**src/rtl/wpk_pkg.sv**
```systemverilog
package wpk_pkg;
  localparam int unsigned WORD_W    = 16;
  localparam int unsigned LOG_MAXPH = 2;

  typedef enum logic [1:0] {
    RATE_1X  = 2'd0,
    RATE_2X  = 2'd1,
    RATE_4X  = 2'd2,
    RATE_RSV = 2'd3
  } rate_e;

  // log2 of the phases per word; the unused code falls back to base rate
  function automatic int unsigned rate_log2(rate_e r);
    if (r == RATE_RSV) return 0;
    return int'(r);
  endfunction

  // word bit i = channel (i >> lg) of phase (i mod 2^lg)
  function automatic logic [WORD_W-1:0] weave(rate_e r, logic [WORD_W-1:0] bus);
    logic [WORD_W-1:0] w;
    int unsigned lg, chans, ch, k;
    lg    = rate_log2(r);
    chans = WORD_W >> lg;
    w     = '0;
    for (int i = 0; i < WORD_W; i++) begin
      ch   = i >> lg;
      k    = i & ((1 << lg) - 1);
      w[i] = bus[k * chans + ch];
    end
    return w;
  endfunction

  function automatic logic [WORD_W-1:0] unweave(rate_e r, logic [WORD_W-1:0] w);
    logic [WORD_W-1:0] b;
    int unsigned lg, chans, ch, k;
    lg    = rate_log2(r);
    chans = WORD_W >> lg;
    b     = '0;
    for (int i = 0; i < WORD_W; i++) begin
      ch = i >> lg;
      k  = i & ((1 << lg) - 1);
      b[k * chans + ch] = w[i];
    end
    return b;
  endfunction
endpackage

```
**src/rtl/wpk_rate_ctrl.sv**
```systemverilog
module wpk_rate_ctrl
  import wpk_pkg::*;
(
  input  logic  clk,
  input  logic  rst_n,
  input  logic  start,
  input  logic  halt,
  input  logic  [1:0] mode_sel,
  input  logic  smp_valid,
  output logic  busy,
  output rate_e rate,
  output logic  accept
);
  logic  run_q;
  rate_e rate_q;

  always_ff @(posedge clk or negedge rst_n) begin
    if (!rst_n) begin
      run_q  <= 1'b0;
      rate_q <= RATE_1X;
    end else if (!run_q) begin
      if (start) begin
        run_q  <= 1'b1;
        rate_q <= rate_e'(mode_sel);
      end
    end else if (halt) begin
      run_q <= 1'b0;
    end
  end

  assign busy   = run_q;
  assign rate   = rate_q;
  assign accept = run_q & smp_valid;
endmodule

```
**src/rtl/wpk_weave_stage.sv**
```systemverilog
module wpk_weave_stage
  import wpk_pkg::*;
(
  input  logic              clk,
  input  logic              rst_n,
  input  logic              in_valid,
  input  rate_e             in_rate,
  input  logic [WORD_W-1:0] in_bus,
  output logic              out_valid,
  output rate_e             out_rate,
  output logic [WORD_W-1:0] out_word
);
  always_ff @(posedge clk or negedge rst_n) begin
    if (!rst_n) begin
      out_valid <= 1'b0;
      out_rate  <= RATE_1X;
      out_word  <= '0;
    end else begin
      out_valid <= in_valid;
      if (in_valid) begin
        out_rate <= in_rate;
        out_word <= weave(in_rate, in_bus);
      end
    end
  end
endmodule

```
**src/rtl/wpk_unweave_stage.sv**
```systemverilog
module wpk_unweave_stage
  import wpk_pkg::*;
(
  input  logic              clk,
  input  logic              rst_n,
  input  logic              in_valid,
  input  rate_e             in_rate,
  input  logic [WORD_W-1:0] in_word,
  output logic              out_valid,
  output logic [WORD_W-1:0] out_bus
);
  always_ff @(posedge clk or negedge rst_n) begin
    if (!rst_n) begin
      out_valid <= 1'b0;
      out_bus   <= '0;
    end else begin
      out_valid <= in_valid;
      if (in_valid) out_bus <= unweave(in_rate, in_word);
    end
  end
endmodule

```
**src/rtl/phase_word_weaver.sv**
```systemverilog
module phase_word_weaver
  import wpk_pkg::*;
#(
  parameter int unsigned W = wpk_pkg::WORD_W
) (
  input  logic         clk,
  input  logic         rst_n,
  input  logic         start,
  input  logic         halt,
  input  logic [1:0]   mode_sel,
  input  logic         smp_valid,
  input  logic [W-1:0] phase_bus,
  output logic         busy,
  output logic [1:0]   active_mode,
  output logic         evt_valid,
  output logic [W-1:0] evt_word,
  output logic         rec_valid,
  output logic [W-1:0] rec_bus
);
  // named internal events for the checker
  logic  accept;
  rate_e cur_rate;
  rate_e word_rate;

  wpk_rate_ctrl u_ctrl (
    .clk(clk), .rst_n(rst_n), .start(start), .halt(halt),
    .mode_sel(mode_sel), .smp_valid(smp_valid),
    .busy(busy), .rate(cur_rate), .accept(accept)
  );

  wpk_weave_stage u_weave (
    .clk(clk), .rst_n(rst_n), .in_valid(accept), .in_rate(cur_rate),
    .in_bus(phase_bus), .out_valid(evt_valid), .out_rate(word_rate),
    .out_word(evt_word)
  );

  wpk_unweave_stage u_unweave (
    .clk(clk), .rst_n(rst_n), .in_valid(evt_valid), .in_rate(word_rate),
    .in_word(evt_word), .out_valid(rec_valid), .out_bus(rec_bus)
  );

  assign active_mode = cur_rate;
endmodule

```
**config.mk**
```make
export PLATFORM = sky130hd
export DESIGN_NAME = phase_word_weaver
export DESIGN_NICKNAME = d
export VERILOG_FILES = /design/src/rtl/wpk_pkg.sv /design/src/rtl/wpk_rate_ctrl.sv /design/src/rtl/wpk_weave_stage.sv /design/src/rtl/wpk_unweave_stage.sv /design/src/rtl/phase_word_weaver.sv
export SDC_FILE = /design/constraint.sdc
export NUM_CORES = 1
export LEC_CHECK = 0
export ABC_AREA = 1
export BUFFER_PORTS_ARGS = -buffer_cell sky130_fd_sc_hd__clkbuf_2
export CORE_MARGIN = 1.5
export CORE_UTILIZATION = 40
export CTS_CLUSTER_DIAMETER = 60
export DETAILED_ROUTE_END_ITERATION = 7
export PLACE_DENSITY_LB_ADDON = 0.15
export SETUP_SLACK_MARGIN = 0.1
export SLEW_MARGIN = 25
export SYNTH_ARGS = -nofsm -noshare
export SYNTH_HDL_FRONTEND = slang
export SYNTH_HIERARCHICAL = 1
export SYNTH_SLANG_ARGS = --single-unit
```
**constraint.sdc**
```tcl
create_clock -name clk -period 8.1 [get_ports clk]
set_input_delay 0.405 -clock clk [delete_from_list [all_inputs] [get_ports clk]]
set_output_delay 0.405 -clock clk [all_outputs]
set_load 0.01 [all_outputs]
```
==> summary.txt <==
status -> completed
PwrDens -> 325.5 nW/um^2
synthesized area -> 7103 um^2
initial antenna violation count -> 0
Initial DRT Pass Iterations -> 5
routability cong. -> 0.9379
sequential area share after synthesis -> 0.1374
Max VDD drop -> 0.1455 mV
sum of buffers and inverters on the critical path -> 6
Final Slew Violations -> 0
core area -> 17,300 um^2
CP Cell Sequence -> inv_1 -> ha_1 -> ha_1 -> clkinv_1 -> ha_1 -> nor2_1 -> inv_2 -> fa_1 -> inv_1 -> ha_1 -> inv_1 -> fa_1 -> inv_1 -> ha_1 -> nor4_1 -> o2111ai_1 -> a21oi_1 -> nand2_1 -> nor2_1 -> a21oi_1 -> a21oi_1
Final setup violation count -> 0
Worst setup SP type -> flop
total wire length -> 25,110 um
global route total overflow -> 0
fraction of layout cells with a size suffix above 1 -> 0.09277
Slew headroom -> 0.4667
most used cell, CP -> ha_1
Die X -> 136.3 um
crit-path max FO -> 20
Via density -> 5.496
number of H-tree levels -> 2
RSZ-0062 raised after global routing -> false
fmax -> 168.6 MHz
total track usage -> 0.2727
Mapped Avg Cell Area -> 5.710 um^2
fillers -> 1,959
Post-synth EDFFs -> 0
crit-path leading delay family -> adder cells
first-pass GRT wire length -> 39,790 um
Synth warnings -> 6
R2R cell count -> 21
Worst path depth -> 21
clock tree buffer depth -> 2
Worst path slowest cell -> clkinv_1
CTS Sinks -> 39
hold buffers post-CTS -> 0
area of the multi-input gates -> 5169 um^2
vias in the first global route -> 7,616
clock latency at the later pin of the worst-skew pair -> 0.29 ns
crit end category -> flop
routed vias -> 8,228
main flop type after synthesis -> dfrtp_1
Synth Instances -> 1,244
Layout Cells excl Fill -> 1,497
I/O pin cnt -> 60
Starting Density -> 0.4107
Rows -> 48
Port Buffers -> 59
Final Skew -> 0.008901 ns
die area -> 18,570 um^2
DRC errors left -> 0
Ant. Diodes -> 0
Hold Vio Cnt, Final -> 0
CTS tree -> built
post-route minimum period -> 5.931 ns
Setup CP Type -> reg2reg
Crit path arrival time -> 6.15 ns
Worst-Margin Slew -> 0.7999 ns
Hold WC Path Type -> in2async
DP Cell Count -> 1,489
Leakage Power -> 0.004378 uW
Synth Register Bits -> 39
remaining antenna violation count -> 0
TNS Setup -> 0 ns
initial DRC count -> 760
die height -> 136.3 um
maxcap violations -> 0
Reg area -> 975.9 um^2
max incr delay on CP -> 0.62 ns
Async SR Flop Fraction -> 1.000
fin crit share -> 0.7323
post-synthesis cell type count -> 46
DR WL/cell -> 16.77 um
root buf cell -> clkbuf_16
Nets -> 1,375
# Post-CTS Setup Buffers -> 0
total CTS buffers -> 5
CTS clk-pin slew, worst paths -> 0.06 ns
Resize count post-CTS -> 0
Worst Path Required -> 8.32 ns
largest net degree at the start of global routing -> 40
DP HPWL -> 18,990 um
area delta synth->final -> 6.412%
[cells by family (layout without fill, tap and decap cells)]
logic type | count (synthesis) | count (layout) | share of synthesized area
compound gates | 179 | 179 | 0.1393
xor+xnor | 5 | 5 | 0.008809
fa+ha+maj | 81 | 81 | 0.1532
buf+inv | 220 | 245 | 0.1365
flops | 39 | 39 | 0.1374
mux | 1 | 1 | 0.001409
other cells | 2 | 5 | 0.001057
simple gates | 717 | 717 | 0.4222
[worst paths after layout]
check,start,endpoint,slack (ns)
max,u_weave/out_rate[0]$_DFFE_PN0P_,u_unweave/out_bus[7]$_DFFE_PN0P_,2.17
min,rst_n,u_unweave/out_bus[1]$_DFFE_PN0P_,0.08
max reg2reg,u_weave/out_rate[0]$_DFFE_PN0P_,u_unweave/out_bus[7]$_DFFE_PN0P_,2.17
min reg2reg,u_unweave/out_bus[5]$_DFFE_PN0P_,u_unweave/out_bus[5]$_DFFE_PN0P_,0.48
max in group asynchronous,rst_n,u_weave/out_word[9]$_DFFE_PN0P_,7.66
min in group clk,halt,u_ctrl/busy$_DFF_PN0_,0.30
[where the power goes]
group | leakage, uW | switching [uW] | internal [uW]
registers | 0.000475 | 130 | 274
clock network | 0.0000669 | 79.7 | 114
logic | 0.00384 | 1260 | 598
[worst register-to-register path, delay by kind of cell (launching register included)]
| family | cells | cell delay (ns) |
|---|---|---|
| simple gates | 4 | 0.96 |
| flops | 1 | 0.40 |
| buf+inv | 6 | 0.96 |
| compound gates | 4 | 0.62 |
| fa+ha+maj | 7 | 2.90 |
[routing by layer]
layer / share of wire / up-vias / GRT usage
met5: 0 / - / 0
met4: 0.032 / 0 / 0.1099
met3: 0.076 / 52 / 0.03020
met2: 0.47 / 365 / 0.4616
met1: 0.42 / 3766 / 0.3524
li1: - / 4045 / -
[cell usage in the layout, fill, tap and decap left out, types with 8 or more instances in the layout]
| cell type | count |
|---|---|
| nand3_1 | 158 |
| a21oi_1 | 48 |
| nand2_1 | 459 |
| o21ai_0 | 81 |
| fa_1 | 10 |
| clkbuf_2 | 58 |
| dfrtp_1 | 39 |
| ha_1 | 71 |
| o21ai_1 | 11 |
| inv_1 | 143 |
| nor3_1 | 8 |
| inv_2 | 25 |
| o211ai_1 | 18 |
| nor2_1 | 62 |
[sequential cells by signal, summed over array words and instances, names as in the netlist]
| signal | count |
|---|---|
| u_unweave/out_bus | 16 |
| u_unweave/out_valid | 1 |
| u_weave/out_rate | 2 |
| u_weave/out_word | 16 |
| u_weave/out_valid | 1 |
| u_ctrl/rate | 2 |
| u_ctrl/busy | 1 |
[final cells by class]
class,instances,share of cell area
well taps,225,0.03725
clock buffers,6,0.01705
multi-input cells,988,0.6838
repair buffers,65,0.04536
flip-flops and latches,39,0.1291
clock inverters,2,0.001655
inverters,172,0.08575
[metrics by stage]
stage	worst slack [ns]	total power (uW)	hold WS, ns	instance area, um^2	utilization
2_1_floorplan	3.492	1697	0.1094	7114	-
3_5_place_dp	2.208	2226	0.4710	7415	0.4287
4_1_cts	2.185	2435	0.2928	7556	0.4368
5_1_grt	1.665	2716	0.1226	7559	0.4370
6_report	2.169	2460	0.07598	7559	0.4370
3_3_place_gp	2.358	2229	0.4665	7415	0.4287
[cell usage after synthesis, drive strengths merged (5+ instances only)]
| cell | instances | area share |
|---|---|---|
| a21oi | 48 | 0.034 |
| buf | 30 | 0.035 |
| clkbuf | 18 | 0.010 |
| dfrtp | 39 | 0.14 |
| fa | 10 | 0.028 |
| ha | 71 | 0.13 |
| inv | 169 | 0.090 |
| nand2 | 467 | 0.25 |
| nand3 | 160 | 0.11 |
| nand4 | 6 | 0.0053 |
| nor2 | 68 | 0.039 |
| nor3 | 8 | 0.0056 |
| o211ai | 18 | 0.019 |
| o21ai | 92 | 0.065 |
| o22ai | 5 | 0.0044 |
Note: power is estimated with default switching activity, not from simulation.
